--- config.mk ---
export PLATFORM = sky130hd
export DESIGN_NAME = gpint_unit
export DESIGN_NICKNAME = d
export VERILOG_FILES = /design/src/rtl/gpint_pkg.sv /design/src/rtl/gpint_pin.sv /design/src/rtl/gpint_word.sv /design/src/rtl/gpint_unit.sv
export SDC_FILE = /design/constraint.sdc
export NUM_CORES = 1
export LEC_CHECK = 0
export BUFFER_PORTS_ARGS = -buffer_cell sky130_fd_sc_hd__buf_2
export CELL_PAD_IN_SITES_DETAIL_PLACEMENT = 0
export CELL_PAD_IN_SITES_GLOBAL_PLACEMENT = 1
export CORE_AREA = 8 8 268 270
export CTS_BUF_LIST = sky130_fd_sc_hd__clkbuf_16
export DETAILED_ROUTE_END_ITERATION = 12
export DIE_AREA = 0 0 276 278
export PLACE_DENSITY = 0.58
export REMOVE_ABC_BUFFERS = 1
export SETUP_SLACK_MARGIN = 0.15
export SLEW_MARGIN = 40
export SYNTH_ARGS = -nofsm -noshare
export SYNTH_HDL_FRONTEND = slang
export SYNTH_SLANG_ARGS = --single-unit
--- constraint.sdc ---
create_clock -name clk -period 1.8 [get_ports clk]
set_clock_uncertainty 0.2 [all_clocks]
set_input_delay 0.18 -clock clk [delete_from_list [all_inputs] [get_ports clk]]
set_output_delay 0.18 -clock clk [all_outputs]
set_load 0.005 [all_outputs]
--- src/rtl/gpint_pkg.sv ---
package gpint_pkg;

  localparam int WORD_W = 32;

  // Number of packed status words needed for a bank.
  function automatic int words_for(input int npins);
    return (npins + WORD_W - 1) / WORD_W;
  endfunction

  // Mode/polarity decode for one pin: 0x edge, 1x level; low bit flips polarity.
  function automatic logic pin_event(input logic mode, input logic inv,
                                     input logic cur, input logic prev,
                                     input logic primed, input logic elig);
    logic edge_hit;
    logic lvl_hit;
    edge_hit = primed & (inv ? (prev & ~cur) : (cur & ~prev));
    lvl_hit  = (cur == inv);
    return elig & (mode ? lvl_hit : edge_hit);
  endfunction

  // Mask of valid pin positions inside word w of a bank.
  function automatic logic [WORD_W-1:0] word_mask(input int npins, input int w);
    int remain;
    remain = npins - w * WORD_W;
    if (remain >= WORD_W) return '1;
    if (remain <= 0) return '0;
    return WORD_W'((64'd1 << remain) - 64'd1);
  endfunction

endpackage

--- src/rtl/gpint_pin.sv ---
module gpint_pin (
  input  logic clk,
  input  logic rst_n,
  input  logic level,
  input  logic mode,
  input  logic inv,
  input  logic elig,
  input  logic primed,
  output logic evt
);
  logic prev_q;

  always_ff @(posedge clk or negedge rst_n) begin
    if (!rst_n) prev_q <= 1'b0;
    else        prev_q <= level;
  end

  assign evt = gpint_pkg::pin_event(mode, inv, level, prev_q, primed, elig);
endmodule

--- src/rtl/gpint_word.sv ---
module gpint_word #(
  parameter int W = gpint_pkg::WORD_W,
  parameter logic [W-1:0] VMASK = '1
) (
  input  logic         clk,
  input  logic         rst_n,
  input  logic [W-1:0] evt,
  input  logic         clr_wr,
  input  logic         en_wr,
  input  logic [W-1:0] wdata,
  output logic [W-1:0] status,
  output logic [W-1:0] enable,
  output logic         pending
);
  logic [W-1:0] status_q, enable_q;
  logic [W-1:0] clr_mask;

  assign clr_mask = clr_wr ? wdata : '0;

  always_ff @(posedge clk or negedge rst_n) begin
    if (!rst_n) begin
      status_q <= '0;
      enable_q <= '0;
    end else begin
      // a fresh event outranks a clear on the same bit
      status_q <= ((status_q & ~clr_mask) | evt) & VMASK;
      if (en_wr) enable_q <= wdata & VMASK;
    end
  end

  assign status  = status_q;
  assign enable  = enable_q;
  assign pending = |(status_q & enable_q);

  assert_clear_R6: assert property (@(posedge clk) disable iff (!rst_n)
    1'b1 |=> ((status_q & $past(clr_mask & ~evt)) == '0));

  assert_event_wins_R9: assert property (@(posedge clk) disable iff (!rst_n)
    1'b1 |=> ((status_q & $past(evt & VMASK)) == $past(evt & VMASK)));

  assert_latch_R8: assert property (@(posedge clk) disable iff (!rst_n)
    1'b1 |=> ((status_q & $past(status_q & ~clr_mask)) == $past(status_q & ~clr_mask)));
endmodule

--- src/rtl/gpint_unit.sv ---
module gpint_unit #(
  parameter int NPINS = 95,
  parameter int ADDR_W = 8,
  parameter logic [ADDR_W-1:0] STAT_BASE = 8'h80,
  parameter logic [ADDR_W-1:0] EN_BASE = 8'h90
) (
  input  logic              clk,
  input  logic              rst_n,
  input  logic [NPINS-1:0]  pin_level,
  input  logic [NPINS-1:0]  trig_mode,
  input  logic [NPINS-1:0]  trig_inv,
  input  logic [NPINS-1:0]  use_gpio,
  input  logic [NPINS-1:0]  sense_en,
  input  logic              wr_en,
  input  logic [ADDR_W-1:0] wr_addr,
  input  logic [31:0]       wr_data,
  output logic [gpint_pkg::words_for(NPINS)*gpint_pkg::WORD_W-1:0] status_o,
  output logic [gpint_pkg::words_for(NPINS)*gpint_pkg::WORD_W-1:0] enable_o,
  output logic              irq_o
);
  localparam int W      = gpint_pkg::WORD_W;
  localparam int NWORDS = gpint_pkg::words_for(NPINS);
  localparam int FLAT   = NWORDS * W;

  logic              primed_q;
  logic [NPINS-1:0]  elig;
  logic [FLAT-1:0]   evt_flat;
  logic [NWORDS-1:0] clr_hit, en_hit, word_pend;

  always_ff @(posedge clk or negedge rst_n) begin
    if (!rst_n) primed_q <= 1'b0;
    else        primed_q <= 1'b1;
  end

  assign elig = use_gpio & sense_en;

  for (genvar p = 0; p < FLAT; p++) begin : g_pin
    if (p < NPINS) begin : g_real
      gpint_pin u_pin (
        .clk    (clk),
        .rst_n  (rst_n),
        .level  (pin_level[p]),
        .mode   (trig_mode[p]),
        .inv    (trig_inv[p]),
        .elig   (elig[p]),
        .primed (primed_q),
        .evt    (evt_flat[p])
      );
    end else begin : g_pad
      assign evt_flat[p] = 1'b0;
    end
  end

  for (genvar w = 0; w < NWORDS; w++) begin : g_word
    localparam logic [ADDR_W-1:0] A_ST = ADDR_W'(STAT_BASE + ADDR_W'(4 * w));
    localparam logic [ADDR_W-1:0] A_EN = ADDR_W'(EN_BASE + ADDR_W'(4 * w));
    assign clr_hit[w] = wr_en && (wr_addr == A_ST);
    assign en_hit[w]  = wr_en && (wr_addr == A_EN);

    gpint_word #(.W(W), .VMASK(gpint_pkg::word_mask(NPINS, w))) u_word (
      .clk     (clk),
      .rst_n   (rst_n),
      .evt     (evt_flat[w*W +: W]),
      .clr_wr  (clr_hit[w]),
      .en_wr   (en_hit[w]),
      .wdata   (wr_data),
      .status  (status_o[w*W +: W]),
      .enable  (enable_o[w*W +: W]),
      .pending (word_pend[w])
    );
  end

  assign irq_o = |word_pend;

  assert_eligible_only_R10: assert property (@(posedge clk) disable iff (!rst_n)
    1'b1 |=> ((status_o[NPINS-1:0] & ~$past(status_o[NPINS-1:0]) & ~$past(elig)) == '0));

  assert_irq_needs_enable_R8: assert property (@(posedge clk) disable iff (!rst_n)
    (enable_o == '0) |-> !irq_o);

  assert_one_word_R7: assert property (@(posedge clk) disable iff (!rst_n)
    $onehot0(clr_hit | en_hit));
endmodule

==> flow_metrics.tcl <==
set metrics [dict create \
    status "finished, violations left" \
    violations "negative setup slack" \
    cp.arrival_ns 2.50 \
    wl_per_cell_um 23.0 \
    finalSetupViolCount 87 \
    ios 711 \
    grt_busiest_layer "met2" \
    yosys-top-cells-area "dfrtp_1 (51%), a32o_1 (6.7%), mux2_2 (6.5%)" \
    muxShareOfSynthArea_pct 7.84 \
    slowest_delay_ns 0.66 \
    start_util_pct 20.9 \
    p_leak_uw 0.0131 \
    synthAdderAreaFrac_pct 0 \
    grt_pass1_vias 19800 \
    port_buffers 708 \
    num-nets-final 3320 \
    cts.sinks 286 \
    synth_top_area_share_pct 50.5 \
    maxSlewHeadroom_pct 53.3 \
    drt_iter0_markers 852 \
    ys_seq_elements 286 \
    hpwl_um 61900 \
    ant_nets 0 \
    synth_top_area_cell "dfrtp_1" \
    worst_skew_pair.late_latency_ns 0.54 \
    critPathLaunch "g_word[2].u_word.status[7]" \
    synth-edff-count 0 \
    clk_path_buf_depth 3 \
    max-vdd-ir-drop_v 0.000496 \
    ys_warn_count 0 \
    synth_xor_area_share_pct 0.495 \
    dr.pass1.iters 6 \
    rsz0062_at_grt "yes" \
    die_height_um 278 \
    critPathCaptureType "output port" \
    vias_per_cell 4.79 \
    rrSetupSlack_ns -0.23 \
    cp_cell_sequence "a222oi_1, buf_4, nand4_1, nor3_2, nand3_4, buf_6" \
    finalCriticalPeriod_ns 2.88 \
    syn_area_um2 14200 \
    remaining_drc_errors 0 \
    core_area_um2 67700 \
    overflow 0 \
    pwr_density_cell_nw_per_um2 631 \
    post-route-period-util_pct 160 \
    synth_compound_area_share_pct 19.1 \
    cts_tree "yes" \
    yosys.cell_types.count 34 \
    antenna_found_initial 8 \
    synth_top_family_by_area "compound AO/OA/AOI/OAI gates" \
    required_ns 1.42 \
    h-tree-depth 2 \
    postRouteWirelength_um 85700 \
    fmax_ghz 0.347 \
    use_met3_pct 5.42 \
    worstSetupPathType "reg2out" \
    async_flop_share_pct 100 \
    syn_inst 1345 \
    yosysMostFrequentCell "dfrtp_1" \
    setup_ws_ns -1.08 \
    synth_area_per_cell_um2 10.5 \
    synthToLayoutAreaGrowth_pct 105 \
    grtUsageMet2_pct 38.0 \
    r2r_start "primed_q" \
    slowest_stage "a222oi_1" \
    grt_util_met1_pct 23.6 \
    cts_made_buffers 38 \
    grt_pass1_wl_um 125000 \
    clk_pin_slew_ns 0.06 \
    power_uw 18300 \
    critPathLaunchType "flop" \
    holdCritStartpoint "trig_inv[59]" \
    utilization_pct 42.9 \
    ys.flop_type "dfrtp_1" \
    die_area_um2 76700 \
    final_max_slew_viol_count 0 \
    ys_seq_area_share_pct 50.5 \
    grt_max_degree 45 \
    critPathMaxFanout 2 \
    synth-simple-area-share_pct 18.0 \
    gp_congestion 0.829 \
    hold_violations 0 \
    cap_violations 0 \
    die-width_um 276 \
    root_buffer "clkbuf_16" \
    grt_usage_pct 21.3 \
    hp-class "in2reg" \
    nFillCells 6387 \
    tightest_slew_ns 0.700 \
    rows 96 \
    drive_gt1_share_pct 44.3 \
    netlist_top_cells_count "dfrtp_1 (286), a21oi_1 (174), nand2_1 (103), o21ai_0 (103), a32o_1 (95)" \
    num_vias 17800 \
]
-- cells in the final DEF, fill, tap and decap left out, types with 4 or more instances in the layout --
cell type      Yosys  routed
buf_2             24     690
dlygate4sd3_1      0     492
dfrtp_1          286     280
buf_4              2     165
a21oi_1          174     139
nand2_1          103     103
inv_1             88      96
nand4b_1          88      88
nor2_1            89      87
a32o_1            95      82
mux2_2            82      82
o21ai_1            0      72
nor4b_4            1      67
buf_6              2      45
clkbuf_16          0      43
a21oi_2            0      35
a22oi_1           36      35
buf_12             2      32
o21ai_0          103      22
buf_16             0      20
nor4b_1           87      18
diode_2            0      13
a32o_2             0      13
mux2_4            11      11
buf_8              0      11
clkinv_1           0      10
nand4_1            9       9
and3b_1            8       8
nor3b_1            8       8
xnor2_1            8       8
o21ai_2            0       6
clkinv_2           0       6
a22o_1             5       5
dfrtp_2            0       5
a221oi_1           5       4
-- routing by layer --
metal	routed length, µm	share of wire (%)
met1	33100	39
met2	42800	50
met3	5500	6.4
met4	4380	5.1
met5	0	0
-- registers in the layout (all words and copies together) (netlist names) --
register / cells
g_pin.g_real.u_pin.prev_q: 95
g_word.u_word.enable: 95
primed_q: 1
g_word.u_word.status: 95
-- path summary, 6_finish.rpt --
check,cells past startpoint,to
min in group asynchronous,3,g_pin[82].g_real.u_pin.prev_q
hold reg to reg,1,g_word[1].u_word.status[25]
max in group asynchronous,4,g_word[1].u_word.enable[13]
setup reg to reg,8,g_word[0].u_word.status[17]
hold / removal,5,g_word[1].u_word.status[27]
setup / recovery,6,irq_o
-- layout make-up --
| cell class | count | area [µm²] | share of cell area, % |
|---|---|---|---|
| flip-flops and latches | 286 | 7170 | 24.7 |
| well taps | 882 | 1100 | 3.80 |
| multi-input cells | 931 | 7750 | 26.7 |
| repair buffers | 1457 | 11500 | 39.7 |
| clock inverters | 25 | 106 | 0.366 |
| clock buffers | 41 | 1030 | 3.53 |
| inverters | 88 | 330 | 1.14 |
| diodes | 13 | 32.5 | 0.112 |
-- worst max-delay path: cells and delay by family, from the launching register on --
family / cells / cell delay (ns)
buffers and inverters: 2 / 0.37
flip-flops: 1 / 0.40
AO/OA/AOI/OAI: 1 / 0.66
AND/OR/NAND/NOR: 3 / 0.54
-- report_power, final --
part	leakage, µW	internal [µW]	switching, µW	total (µW)
Clock	0.000591	4060	3000	7070
Combinational	0.00929	2380	1950	4330
Sequential	0.00326	6700	224	6920
Total	0.0131	13100	5180	18300
-- stage by stage --
step / std cells / setup WS (ns) / hold slack (ns) / cell area [µm²] / setup TNS (ns)
after CTS: 3701 / -1.18 / 0.000940 / 28500 / -14.14
after floorplan: 1305 / -1.57 / -0.316 / 13900 / -214.86
final: 3723 / -1.08 / 0.00968 / 29000 / -13.10
after global routing: 3716 / -1.22 / 0.0202 / 29000 / -19.14
after detailed placement: 3107 / -0.966 / -0.0529 / 20500 / -50.84
after global placement: 3107 / -0.877 / -0.0544 / 20500 / -45.28
-- what timing repair did --
| item | in CTS | in global routing |
|---|---|---|
| setup buffers | 19 | 8 |
| setup endpoints to repair | 93 | 116 |
| hold buffers | 492 | 0 |
| gates cloned | 17 | 2 |
| gates resized for setup | 254 | 132 |
| endpoints found under the hold margin | 568 | 0 |
| pin swaps | 170 | 104 |
-- cells by family (layout without fill, tap and decap cells) --
family                    after synthesis  after routing
and+or+nand+nor                       406            406
other                                   2             16
AOI/OAI and AO/OA                     419            419
DFF                                   286            286
buffers and inverters                 129           1611
muxes                                  95             95
xor gates and xnor gates                8              8
Note: power is estimated with default switching activity, not from simulation.
